**src/rtl/txab_pkg.sv**
```systemverilog
package txab_pkg;
  localparam int STAT_W  = 32;
  localparam int CAUSE_W = 17;
  localparam int CNT_LSB = 23;

  localparam int B_7B_NACK   = 0;
  localparam int B_10A_NACK  = 1;
  localparam int B_10B_NACK  = 2;
  localparam int B_DATA_NACK = 3;
  localparam int B_GC_NACK   = 4;
  localparam int B_GC_READ   = 5;
  localparam int B_HS_ACK    = 6;
  localparam int B_SB_ACK    = 7;
  localparam int B_HS_NORS   = 8;
  localparam int B_SB_NORS   = 9;
  localparam int B_RD10_NORS = 10;
  localparam int B_MST_DIS   = 11;
  localparam int B_ARB       = 12;
  localparam int B_SLV_FLUSH = 13;
  localparam int B_SLV_ARB   = 14;
  localparam int B_SLV_RDCMD = 15;
  localparam int B_USER      = 16;
endpackage

```
**src/rtl/txab_cause_decode.sv**
```systemverilog
module txab_cause_decode
  import txab_pkg::*;
#(
  parameter int LVL_W = 8
) (
  input  logic               cfg_master_en,
  input  logic               cfg_restart_en,
  input  logic               cfg_addr10,
  input  logic               cfg_hs_mode,
  input  logic               cfg_special,
  input  logic               cfg_gencall,
  input  logic               abort_req,
  input  logic               mst_start,
  input  logic               mst_read,
  input  logic               ev_addr7_nack,
  input  logic               ev_addr10a_nack,
  input  logic               ev_addr10b_nack,
  input  logic               ev_data_nack,
  input  logic               ev_gc_nack,
  input  logic               ev_sbyte_ack,
  input  logic               ev_hs_ack,
  input  logic               ev_mst_arblost,
  input  logic               ev_slv_arblost,
  input  logic               ev_slv_rdreq,
  input  logic               slv_rd_pending,
  input  logic               cmd_push,
  input  logic [1:0]         cmd_flags,
  input  logic [LVL_W-1:0]   fifo_level,
  output logic [CAUSE_W-1:0] set_o,
  output logic               hold_sb_o
);
  logic norestart_start;
  logic fifo_nonempty;

  assign norestart_start = mst_start & cfg_master_en & ~cfg_restart_en;
  assign fifo_nonempty   = (fifo_level != '0);
  assign hold_sb_o       = cfg_special & ~cfg_restart_en;

  always_comb begin
    set_o              = '0;
    set_o[B_7B_NACK]   = ev_addr7_nack;
    set_o[B_10A_NACK]  = ev_addr10a_nack;
    set_o[B_10B_NACK]  = ev_addr10b_nack;
    set_o[B_DATA_NACK] = ev_data_nack;
    set_o[B_GC_NACK]   = ev_gc_nack;
    set_o[B_GC_READ]   = cmd_push & cfg_gencall & cfg_master_en & cmd_flags[1];
    set_o[B_HS_ACK]    = ev_hs_ack;
    set_o[B_SB_ACK]    = ev_sbyte_ack;
    set_o[B_HS_NORS]   = norestart_start & cfg_hs_mode;
    set_o[B_SB_NORS]   = norestart_start & cfg_special;
    set_o[B_RD10_NORS] = norestart_start & cfg_addr10 & mst_read;
    set_o[B_MST_DIS]   = mst_start & ~cfg_master_en;
    set_o[B_ARB]       = ev_mst_arblost | ev_slv_arblost;
    set_o[B_SLV_FLUSH] = ev_slv_rdreq & fifo_nonempty;
    set_o[B_SLV_ARB]   = ev_slv_arblost;
    set_o[B_SLV_RDCMD] = cmd_push & slv_rd_pending & cmd_flags[0];
    set_o[B_USER]      = abort_req & cfg_master_en;
  end
endmodule

```
**src/rtl/txab_cause_reg.sv**
```systemverilog
module txab_cause_reg
  import txab_pkg::*;
(
  input  logic               clk,
  input  logic               rst_n,
  input  logic [CAUSE_W-1:0] set_i,
  input  logic               clr_i,
  input  logic               hold_sb_i,
  output logic [CAUSE_W-1:0] cause_o,
  output logic               new_o
);
  logic [CAUSE_W-1:0] cause_q;
  logic [CAUSE_W-1:0] cause_d;
  logic [CAUSE_W-1:0] set_eff;
  logic               pend_q;
  logic               pend_d;

  always_comb begin
    set_eff            = set_i;
    set_eff[B_SB_NORS] = set_i[B_SB_NORS] | (pend_q & hold_sb_i);
  end

  for (genvar i = 0; i < CAUSE_W; i++) begin : g_bit
    assign cause_d[i] = (clr_i ? 1'b0 : cause_q[i]) | set_eff[i];
  end

  assign pend_d = clr_i & cause_q[B_SB_NORS];

  always_ff @(posedge clk or negedge rst_n) begin
    if (!rst_n) begin
      cause_q <= '0;
      pend_q  <= 1'b0;
    end else begin
      cause_q <= cause_d;
      pend_q  <= pend_d;
    end
  end

  assign cause_o = cause_q;
  assign new_o   = |(set_eff & ~cause_q);

  AST_STICKY_HOLD: assert property (@(posedge clk) disable iff (!rst_n)
    !clr_i |=> ((cause_q & $past(cause_q)) == $past(cause_q)));
  AST_SLV_ARB_PAIR: assert property (@(posedge clk) disable iff (!rst_n)
    cause_q[B_SLV_ARB] |-> cause_q[B_ARB]);
  AST_CLEAR_ZEROES: assert property (@(posedge clk) disable iff (!rst_n)
    (clr_i && set_i == '0) |=> (cause_q[CAUSE_W-1:B_SB_NORS+1] == '0 && cause_q[B_SB_NORS-1:0] == '0));
  AST_SB_REASSERT: assert property (@(posedge clk) disable iff (!rst_n)
    (pend_q && hold_sb_i) |=> cause_q[B_SB_NORS]);
endmodule

```
**src/rtl/txab_flush_ctl.sv**
```systemverilog
module txab_flush_ctl #(
  parameter int LVL_W = 8,
  parameter int CNT_W = 9
) (
  input  logic             clk,
  input  logic             rst_n,
  input  logic             ctl_enable,
  input  logic             new_i,
  input  logic [LVL_W-1:0] fifo_level,
  input  logic             fifo_pop,
  output logic             flush_o,
  output logic [CNT_W-1:0] cnt_o
);
  localparam logic [CNT_W-1:0] CNT_MAX = {CNT_W{1'b1}};

  logic             flush_q;
  logic             flush_d;
  logic [CNT_W-1:0] cnt_q;
  logic [CNT_W-1:0] cnt_d;
  logic             cnt_en;

  assign flush_d = new_i | (flush_q & (fifo_level != '0));
  assign cnt_en  = ~ctl_enable | (fifo_pop & flush_q & (cnt_q != CNT_MAX));

  always_comb begin
    if (!ctl_enable) cnt_d = '0;
    else             cnt_d = cnt_q + 1'b1;
  end

  always_ff @(posedge clk or negedge rst_n) begin
    if (!rst_n) begin
      flush_q <= 1'b0;
    end else begin
      flush_q <= flush_d;
    end
  end

  always_ff @(posedge clk or negedge rst_n) begin
    if (!rst_n) begin
      cnt_q <= '0;
    end else if (cnt_en) begin
      cnt_q <= cnt_d;
    end
  end

  assign flush_o = flush_q;
  assign cnt_o   = cnt_q;

  AST_FLUSH_START: assert property (@(posedge clk) disable iff (!rst_n)
    new_i |=> flush_q);
  AST_CNT_SAT: assert property (@(posedge clk) disable iff (!rst_n)
    (cnt_q == CNT_MAX && ctl_enable) |=> cnt_q == CNT_MAX);
  AST_CNT_DISABLE: assert property (@(posedge clk) disable iff (!rst_n)
    !ctl_enable |=> cnt_q == '0);
  AST_CNT_IDLE: assert property (@(posedge clk) disable iff (!rst_n)
    (ctl_enable && !flush_q) |=> $stable(cnt_q));
endmodule

```
**src/rtl/txab_tracker.sv**
```systemverilog
module txab_tracker
  import txab_pkg::*;
#(
  parameter int LVL_W = 8
) (
  input  logic              clk,
  input  logic              rst_n,
  input  logic              ctl_enable,
  input  logic              cfg_master_en,
  input  logic              cfg_restart_en,
  input  logic              cfg_addr10,
  input  logic              cfg_hs_mode,
  input  logic              cfg_special,
  input  logic              cfg_gencall,
  input  logic              abort_req,
  input  logic              mst_start,
  input  logic              mst_read,
  input  logic              ev_addr7_nack,
  input  logic              ev_addr10a_nack,
  input  logic              ev_addr10b_nack,
  input  logic              ev_data_nack,
  input  logic              ev_gc_nack,
  input  logic              ev_sbyte_ack,
  input  logic              ev_hs_ack,
  input  logic              ev_mst_arblost,
  input  logic              ev_slv_arblost,
  input  logic              ev_slv_rdreq,
  input  logic              slv_rd_pending,
  input  logic              cmd_push,
  input  logic [1:0]        cmd_flags,
  input  logic [LVL_W-1:0]  fifo_level,
  input  logic              fifo_pop,
  input  logic              clr_causes,
  output logic [STAT_W-1:0] status_word,
  output logic              tx_abort_irq,
  output logic              fifo_flush
);
  localparam int CNT_W = STAT_W - CNT_LSB;
  localparam int GAP_W = CNT_LSB - CAUSE_W;

  logic [CAUSE_W-1:0] cause_set;
  logic [CAUSE_W-1:0] cause_q;
  logic               hold_sb;
  logic               cause_new;
  logic [CNT_W-1:0]   flush_cnt;

  txab_cause_decode #(.LVL_W(LVL_W)) u_decode (
    .cfg_master_en   (cfg_master_en),
    .cfg_restart_en  (cfg_restart_en),
    .cfg_addr10      (cfg_addr10),
    .cfg_hs_mode     (cfg_hs_mode),
    .cfg_special     (cfg_special),
    .cfg_gencall     (cfg_gencall),
    .abort_req       (abort_req),
    .mst_start       (mst_start),
    .mst_read        (mst_read),
    .ev_addr7_nack   (ev_addr7_nack),
    .ev_addr10a_nack (ev_addr10a_nack),
    .ev_addr10b_nack (ev_addr10b_nack),
    .ev_data_nack    (ev_data_nack),
    .ev_gc_nack      (ev_gc_nack),
    .ev_sbyte_ack    (ev_sbyte_ack),
    .ev_hs_ack       (ev_hs_ack),
    .ev_mst_arblost  (ev_mst_arblost),
    .ev_slv_arblost  (ev_slv_arblost),
    .ev_slv_rdreq    (ev_slv_rdreq),
    .slv_rd_pending  (slv_rd_pending),
    .cmd_push        (cmd_push),
    .cmd_flags       (cmd_flags),
    .fifo_level      (fifo_level),
    .set_o           (cause_set),
    .hold_sb_o       (hold_sb)
  );

  txab_cause_reg u_causes (
    .clk       (clk),
    .rst_n     (rst_n),
    .set_i     (cause_set),
    .clr_i     (clr_causes),
    .hold_sb_i (hold_sb),
    .cause_o   (cause_q),
    .new_o     (cause_new)
  );

  txab_flush_ctl #(.LVL_W(LVL_W), .CNT_W(CNT_W)) u_flush (
    .clk        (clk),
    .rst_n      (rst_n),
    .ctl_enable (ctl_enable),
    .new_i      (cause_new),
    .fifo_level (fifo_level),
    .fifo_pop   (fifo_pop),
    .flush_o    (fifo_flush),
    .cnt_o      (flush_cnt)
  );

  assign status_word  = {flush_cnt, {GAP_W{1'b0}}, cause_q};
  assign tx_abort_irq = |cause_q;

  AST_IRQ_MATCH: assert property (@(posedge clk) disable iff (!rst_n)
    $rose(tx_abort_irq) |-> $past(cause_set != '0 || hold_sb));
  AST_GAP_ZERO: assert property (@(posedge clk) disable iff (!rst_n)
    status_word[CNT_LSB-1:CAUSE_W] == '0);
endmodule

```
**config.mk**
```make
export PLATFORM = sky130hd
export DESIGN_NAME = txab_tracker
export DESIGN_NICKNAME = d
export VERILOG_FILES = /design/src/rtl/txab_pkg.sv /design/src/rtl/txab_cause_decode.sv /design/src/rtl/txab_cause_reg.sv /design/src/rtl/txab_flush_ctl.sv /design/src/rtl/txab_tracker.sv
export SDC_FILE = /design/constraint.sdc
export NUM_CORES = 1
export LEC_CHECK = 0
export ABC_AREA = 1
export CORE_UTILIZATION = 25
export CTS_BUF_LIST = sky130_fd_sc_hd__clkbuf_4 sky130_fd_sc_hd__clkbuf_8
export DETAILED_ROUTE_END_ITERATION = 8
export PLACE_DENSITY = 0.57
export SLEW_MARGIN = 20
export SYNTH_ARGS = -nofsm -noshare
export SYNTH_HDL_FRONTEND = slang
export SYNTH_SLANG_ARGS = --single-unit
```
**constraint.sdc**
```tcl
create_clock -name clk -period 1.9 [get_ports clk]
set_input_delay 0.285 -clock clk [delete_from_list [all_inputs] [get_ports clk]]
set_output_delay 0.285 -clock clk [all_outputs]
set_load 0.01 [all_outputs]
```
# Yosys cells after proc, flatten, opt, wreduce, memory -nomap -nowiden
# Cells that the tools add are included.
word_totals:
  regBits: 28
  in_bits: 36
  output_inout_bits: 34
  word_cells: 73
classes:
  add_sub_neg: 1
  n_eq_ne: 1
  mux: 18
  n_bitwise: 46
  n_reduce_logical: 3
op_table:
  columns: ["operator", "count"]
  rows:
  - ["$reduce_or 17->1", 2]
  - ["$or 1x1->1", 21]
  - ["$and 1x1->1", 20]
  - ["$and 17x17->17", 1]
  - ["$mux 1", 17]
  - ["$not 17->17", 1]
  - ["$add 9x1->9 const B", 1]
  - ["$mux 9", 1]
  - ["$ne 9x9->1 const B", 1]
  - ["$reduce_bool 8->1", 1]
  - ["$not 1->1", 3]

# Longest topological paths before layout
# Gate-level depths: netlist of the first run.
depth:
  word_depth: 7
  depth_mapped: 11
  ltp_nobuf: 11

# Cells and area by module
# From an unflattened synthesis of the first run, not the netlist that was laid out.
hier_totals:
  hier_cells: 217
  hier_area_um2: 1641.6
by_module_without_submodules:
  columns: ["mod", "instances", "cells_per_inst", "area_each_um2", "seq_area_each_um2"]
  rows:
  - ["txab_cause_reg", 1, 89, 799.5, 450.4]
  - ["txab_flush_ctl", 1, 73, 569.3, 250.2]
  - ["txab_cause_decode", 1, 34, 166.4, 0.0]
  - ["txab_tracker", 1, 21, 106.4, 0.0]

# Worst setup path before layout of the first run
# OpenSTA, ideal clock, no wires.
synth_path:
  path_type: "reg2reg"
  from: "register u_flush.cnt_q[0], in the netlist u_flush.cnt_o[0]"
  to: "register u_flush.cnt_q[5], in the netlist u_flush.cnt_o[5]"
  setup_time_ps: 119
  arrival_ps: 1661
  required_ps: 1781
  setup_slack_ps: 121
  path_stages_with_launch: 11
  n_path_buf: 0
  period_less_slack_ps: 1779
  path_cell_list: "dfrtp_1 -> ha_1 -> nand3_2 -> nor3_1 -> ha_1 -> inv_1 -> nand3_2 -> nand2_1 -> nand2_1 -> clkinv_1 -> o21a_1"
synth_via:
  elab_chain_len: 3
  elab_cells_between_ends: 5
  classes_between: "add/sub: 1; eq/ne: 1; mux: 1; bitwise: 2"
synth_rtl:
  columns: ["element", "line_no", "source"]
  rows:
  - ["from (decl)", "txab_flush_ctl.sv:18", "logic [CNT_W-1:0] cnt_q;"]
  - ["from (signal assigned)", "txab_flush_ctl.sv:42", "cnt_q <= cnt_d;"]
  - ["parallel branches: the longest is 3 deep, another holds $add 9x1->9", null, null]
# Parallel ways; which one is timed is not known.
# A chain may end at the register's enable or synchronous reset.

# Final worst setup path of the first run
layout_path:
  from: "register u_causes.cause_q[5], in the netlist u_causes.cause_o[5]"
  to: "output port tx_abort_irq"
layout_via:
  elab_chain_len: 1
layout_rtl:
  columns: ["element", "line_no", "source"]
  rows:
  - ["from (decl)", "txab_cause_reg.sv:12", "logic [CAUSE_W-1:0] cause_q;"]
  - ["from (signal assigned)", "txab_cause_reg.sv:34", "cause_q <= cause_d;"]
  - ["$reduce_or 17->1", "txab_tracker.sv:97", "assign tx_abort_irq = |cause_q;"]
  - ["to (decl)", "txab_tracker.sv:35", "output logic tx_abort_irq,"]
# Every way passes these cells.

==> flow_summary_export.csv, run 1 <==
group,metric,value,unit
outcome,status,"finished clean",
synth,yosys.area.top_type,"dfrtp_1",
synth,synth_seq_cells,28,
timing,skew,2.481,ps
route,via_count,1387,
placement,dp_hpwl,2993,microns
worst_setup_path,crit_path_top_delay_cell,"dfrtp_1",
timing,finalMaxSlewViolations,0,
synth,synthCells,185,
route,drt_wl_total,3738,microns
worst_setup_path,cpPeakStageDelay,390,ps
power_and_ir_drop,p_leak,1.039,nW
route,first_pass_iters,4,
timing,setup_viol,0,
global_route,grt_pass1_wl,6210,microns
worst_setup_path,arrival,1460,ps
synth,synth_top_family_by_area,"simple AND/OR/NAND/NOR gates",
clock_network,cts_hold_buf,0,
worst_setup_path,path_max_fanout,3,
hold_path,hold_class,"in2async",
placement,gp_congestion,0.7911,
clock_network,clock_sinks,28,
die,num_io_pins,70,
flow_run,drv_cap,0,
final_layout,layout_common_cells,"clkdlybuf4s50_1, inv_1, nand2_1, dfrtp_1, nor2_1",
clock_network,htreeDepth,1,
synth,synth_top_area_share,47.18,%
final_layout,fillers,587,
worst_setup_path,critical_path_required,1620,ps
clock_network,clock_latency,270,ps
route,drtAntennaViolNets,0,
synth,synthXorXnorAreaFrac,0.5897,%
final_layout,diodes,0,
clock_network,clk_pin_slew,90,ps
worst_setup_path,start_kind,"flip-flop",
synth,synth_edf_count,0,
worst_setup_path,r2r_end,"u_flush.cnt_o[5]",
global_route,antenna_found_initial,0,
synth,synth_mux_area_share,0,%
die,die_h,79.08,microns
global_route,grt.total_usage,12.86,%
final_layout,drive_gt1_share,7.480,%
worst_setup_path,timing.rr.start,"u_flush.cnt_o[0]",
synth,synth-simple-area-share,25.02,%
worst_setup_path,worstPathCellList,"inv_1, nand4_1, nor3_1, nand4_1, dlygate4sd2_1",
die,dieWidth,79.08,microns
synth,yosys_most_used_dff,"dfrtp_1",
clock_network,cts_buffers,3,
synth,syn_area,0.001485,sq mm
synth,seq_area_frac_synth,47.18,%
global_route,grt_max_degree,29,
timing,period_share,92.06,%
timing,finalHoldViolCount,0,
synth,synthArstFlopShare,100.0,%
final_layout,multi_input_area,625.6,sq um
final_layout,utilization,40.36,%
final_layout,mostFrequentLayoutCell,"clkdlybuf4s50_1",
global_route,grt-ovfl-total,0,
placement,io_buffers,63,
die,coreArea,0.005608,sq mm
route,routed_via_density,4.255,
worst_setup_path,rrSetupSlack,190,ps
synth,synthTopCellsByArea,"dfrtp_1, inv_1, nand2_1",
clock_network,cts_tree,"yes",
clock_network,clockBufferDepth,2,
timing,period_needed,1749,ps
timing,final.setup.tns,0,ps
timing,timing.fmax,571.7,MHz
route,drc,0,
worst_setup_path,reg2reg_depth,10,
clock_network,root_buffer,"clkbuf_8",
synth,synth_compound_area_share,12.81,%
final_layout,nets,294,
final_layout,final-seq-area,700.7,sq um
global_route,grt_pass1_vias,1335,
final_layout,area_delta_synth_final,52.40,%
worst_setup_path,path_common_cell,"nand4_1",
worst_setup_path,cp-end-kind,"output port",
route,drt_iter0_drc,34,
power_and_ir_drop,vdd_drop_max,0.0002555,V
synth,syn_area_per_cell,8.028,sq um
route,wl_per_cell,11.47,microns
timing,rsz0062_at_grt,"false",
synth,synthDistinctLibCells,29,
worst_setup_path,criticalPathCategory,"reg2out",
die,dieArea,0.006253,sq mm
synth,synthAdderAreaFrac,1.685,%
synth,yosys_warnings,0,
die,start_util,26.48,%
power_and_ir_drop,powerDensity,548.3,mW/mm^2
die,fp-row-count,27,
-- critical path: cells and delay by family (launching register included) --
family	cells	cell delay [ps]
buffers and inverters	2	410
DFF	1	390
and+or+nand+nor	3	400
-- logic make-up (layout without fill, tap and decap cells) --
kind of cell | after synthesis | count (layout)
XOR/XNOR | 1 | 1
buffers and inverters | 43 | 107
adder cells (fa/ha/maj) | 2 | 2
AO/OA/AOI/OAI | 32 | 32
flip-flops | 28 | 28
AND/OR/NAND/NOR | 78 | 78
other | 1 | 6
-- area by class of cell --
class	count	share of cell area, %
Clock buffer	3	1.824
Timing Repair Buffer	69	29.80
Sequential cell	28	30.96
Multi-Input combinational cell	119	27.64
Tap cell	72	3.980
Inverter	35	5.804
-- metal layers --
layer | global-route usage [%] | up-vias | share of wire, %
met2 | 21.38 | 41 | 46
met5 | 0 | - | 0
met3 | 4.368 | 2 | 6.5
li1 | - | 718 | -
met4 | 2.182 | 0 | 0.48
met1 | 16.30 | 626 | 47
-- how the worst max path moves through the flow --
stage | slack (ps) | endpoint | cells past startpoint | start
2_1_floorplan | 120 | u_flush.cnt_o[5] | 10 | u_flush.cnt_o[0]
3_3_place_gp | 210 | u_flush.cnt_o[5] | 10 | u_flush.cnt_o[0]
3_5_place_dp | 170 | u_flush.cnt_o[5] | 10 | u_flush.cnt_o[0]
4_1_cts | 90 | tx_abort_irq | 5 | u_causes.cause_o[5]
5_1_grt | 20 | u_flush.cnt_o[5] | 10 | u_flush.cnt_o[0]
6_report | 150 | tx_abort_irq | 5 | u_causes.cause_o[5]
-- state kept, by name, summed over array words and instances, names as in the netlist --
signal	cells
u_flush.cnt_o	9
u_flush.flush_o	1
u_causes.pend_q	1
u_causes.cause_o	17
-- per-stage QoR --
stage	hold slack [ps]	total power, mW	instance area (sq um)	instances	worst slack (ps)
after detailed placement	521.3	0.9425	2216	323	172.1
after CTS	405.2	1.267	2256	326	91.78
final	392.9	1.241	2263	326	150.9
after global routing	409.6	1.319	2263	326	16.64
after floorplan	-10.59	0.7655	1504	190	120.7
after global placement	511.9	0.9425	2216	323	208.9
-- where the power goes --
group	internal [mW]	switching, mW	total, mW
logic	0.154	0.125	0.279
registers	0.625	0.0224	0.647
clock network	0.142	0.172	0.314
-- synthesized netlist by cell type, drive strengths merged (2+ instances only) --
cell and number:
a21oi 6, buf 7, dfrtp 28, ha 2, inv 34, nand2 34
nand3 14, nand4 6, nor2 17, nor3 5, nor4 2, o21ai 13
o21bai 8
-- what timing repair did --
| action | in CTS | in global routing |
|---|---|---|
| buffers inserted | 0 | 0 |
| resized for setup | 1 | 2 |
| setup endpoints to repair | 1 | 2 |
| pin swaps | 0 | 1 |
(Power assumes the default switching activity.)
==> run 2: changes to the inputs <==
==> constraint.sdc (replaced) <==
create_clock -name clk -period 1.9 [get_ports clk]
set_input_delay 0.285 -clock clk [delete_from_list [all_inputs] [get_ports clk]]
set_output_delay 0.285 -clock clk [all_outputs]
set_load 0.02 [all_outputs]
==> run 2 against run 1 <==
Final area grew 1.5%. Critical path type unchanged. Non-clock buffer count grew 1. Critical endpoint unchanged. Clock skew is essentially flat. Utilization grew 0.60 points. Hold slack lost 5.0 ps.
==> flow_summary_export.csv, run 2 (synthesis gave the netlist of run 1 again) <==
group,metric,value,unit
global_route,grt_pass1_vias,1318,
route,routed_via_density,4.216,
route,first_pass_iters,4,
worst_setup_path,r2r_end,"u_flush.cnt_o[5]",
power_and_ir_drop,swShare,25.28,%
route,via_count,1383,
final_layout,final-seq-area,700.7,sq um
final_layout,nets,295,
route,drt_wl_total,3769,microns
global_route,grt_max_degree,29,
global_route,met2_usage,21.47,%
timing,setup_viol,0,
worst_setup_path,rrSetupSlack,180,ps
final_layout,mostFrequentLayoutCell,"clkdlybuf4s50_1",
power_and_ir_drop,intPower,1.062,mW
final_layout,area_delta_synth_final,54.68,%
worst_setup_path,path_max_fanout,3,
power_and_ir_drop,powerDensity,618.5,mW/mm^2
die,dieWidth,79.08,microns
final_layout,multi_input_area,620.6,sq um
die,num_io_pins,70,
flow_run,drv_cap,0,
route,drtAntennaViolNets,0,
worst_setup_path,start_kind,"flip-flop",
timing,timing.fmax,558.1,MHz
timing,period_needed,1792,ps
final_layout,drive_gt1_share,7.813,%
die,dieArea,0.006253,sq mm
global_route,antenna_found_initial,0,
power_and_ir_drop,p_seq_share,45.6,%
route,drt_iter0_drc,27,
global_route,grt-ovfl-total,0,
worst_setup_path,cp-end-kind,"output port",
power_and_ir_drop,vdd_drop_max,0.0004419,V
clock_network,clockBufferDepth,2,
final_layout,layout_common_cells,"clkdlybuf4s50_1, inv_1, nand2_1, dfrtp_1, nor2_1",
power_and_ir_drop,clockPowerShare,32.7,%
clock_network,clock_sinks,28,
placement,dp_hpwl,3012,microns
timing,final.setup.tns,0,ps
clock_network,root_buffer,"clkbuf_8",
route,drc,0,
timing,finalMaxSlewViolations,0,
placement,pre_cts_ws,102.3,ps
clock_network,htreeDepth,1,
final_layout,largest_register_ffs,17,
die,coreArea,0.005608,sq mm
clock_network,clock_latency,270,ps
global_route,busiest_layer,"met2",
timing,rsz0062_at_grt,"false",
global_route,grt.total_usage,12.85,%
die,die_h,79.08,microns
power_and_ir_drop,p_comb_share,21.7,%
global_route,grt_pass1_wl,6230,microns
worst_setup_path,critical_path_required,1620,ps
clock_network,clk_pin_slew,90,ps
die,fp-row-count,27,
global_route,grtUsageMet3,3.218,%
final_layout,fillers,598,
worst_setup_path,criticalPathCategory,"reg2out",
clock_network,cts_buffers,3,
route,wl_per_cell,11.49,microns
placement,placed_area,0.002216,sq mm
die,start_util,26.48,%
clock_network,cts_tree,"yes",
placement,gp_congestion,0.7864,
clock_network,cts_hold_buf,0,
final_layout,diodes,0,
timing,skew,2.121,ps
worst_setup_path,arrival,1510,ps
timing,finalHoldViolCount,0,
hold_path,hold_class,"in2async",
timing,period_share,94.30,%
timing,setup_ws,108.3,ps
placement,io_buffers,63,
worst_setup_path,timing.rr.start,"u_flush.cnt_o[0]",
worst_setup_path,cp-startpoint,"u_causes.cause_o[5]",
global_route,use_met1,16.70,%
outcome,status,"finished clean",
power_and_ir_drop,power.switching,0.3591,mW
final_layout,final_area,0.002297,sq mm
power_and_ir_drop,p_leak,1.060,nW
worst_setup_path,reg2reg_depth,10,
-- run 2: cell types whose count changed in the layout (fill, tap and decap cells not counted) --
cell	change
dlygate4sd2_1	-1
bufinv_16	+1
buf_4	+1
nor3_2	-1
clkdlybuf4s15_1	+1
nor3_1	+1
-- run 2: area by class of cell --
cell class / count / area share, %
Clock buffer: 3 / 1.797
Multi-Input combinational cell: 119 / 27.02
Timing Repair Buffer: 70 / 29.74
Clock inverter: 1 / 1.307
Tap cell: 72 / 3.922
Sequential cell: 28 / 30.50
Inverter: 35 / 5.719
-- run 2: critical path: stages (launching register included) --
cell	delay (ps)
dfrtp_1	400
inv_1	120
nand4_1	100
nor3_1	180
nand4_1	130
clkdlybuf4s15_1	310
-- run 2: worst max-delay path by stage --
stage,to,slack (ps),cells after the start
floorplan,u_flush.cnt_o[5],40,10
global placement,tx_abort_irq,60,5
detailed placement,tx_abort_irq,100,5
CTS,tx_abort_irq,10,5
global route,u_flush.cnt_o[5],2,10
finish,tx_abort_irq,110,5
-- run 2: per-layer routing --
metal	wire length (microns)	up-vias
li1	-	725
met1	1663	617
met2	1836	39
met3	251	2
met4	17	0
met5	0	-
-- run 2: per-stage QoR --
| stage | total power [mW] | instances | hold slack [ps] | utilization (%) |
|---|---|---|---|---|
| 2_1_floorplan | 0.7930 | 190 | -10.59 | - |
| 3_3_place_gp | 0.9691 | 323 | 511.3 | 39.51 |
| 3_5_place_dp | 0.9711 | 323 | 500.7 | 39.51 |
| 4_1_cts | 1.443 | 327 | 397.8 | 40.76 |
| 5_1_grt | 1.492 | 328 | 411.1 | 40.96 |
| 6_report | 1.421 | 328 | 387.9 | 40.96 |
-- run 2: repair_timing --
item	CTS	global route
gates resized for setup	1	2
endpoints found under the hold margin	0	0
setup endpoints to repair	1	2
setup buffers	0	1
pin swaps	0	1
-- run 2: power groups by stage --
stage                     sequential, mW  combinational [mW]  clock [mW]
final                              0.648               0.308       0.465
after global routing               0.653               0.339       0.501
after CTS                          0.649               0.312       0.482
after detailed placement           0.660               0.311           0
after global placement             0.658               0.311           0
after floorplan                    0.696              0.0970           0
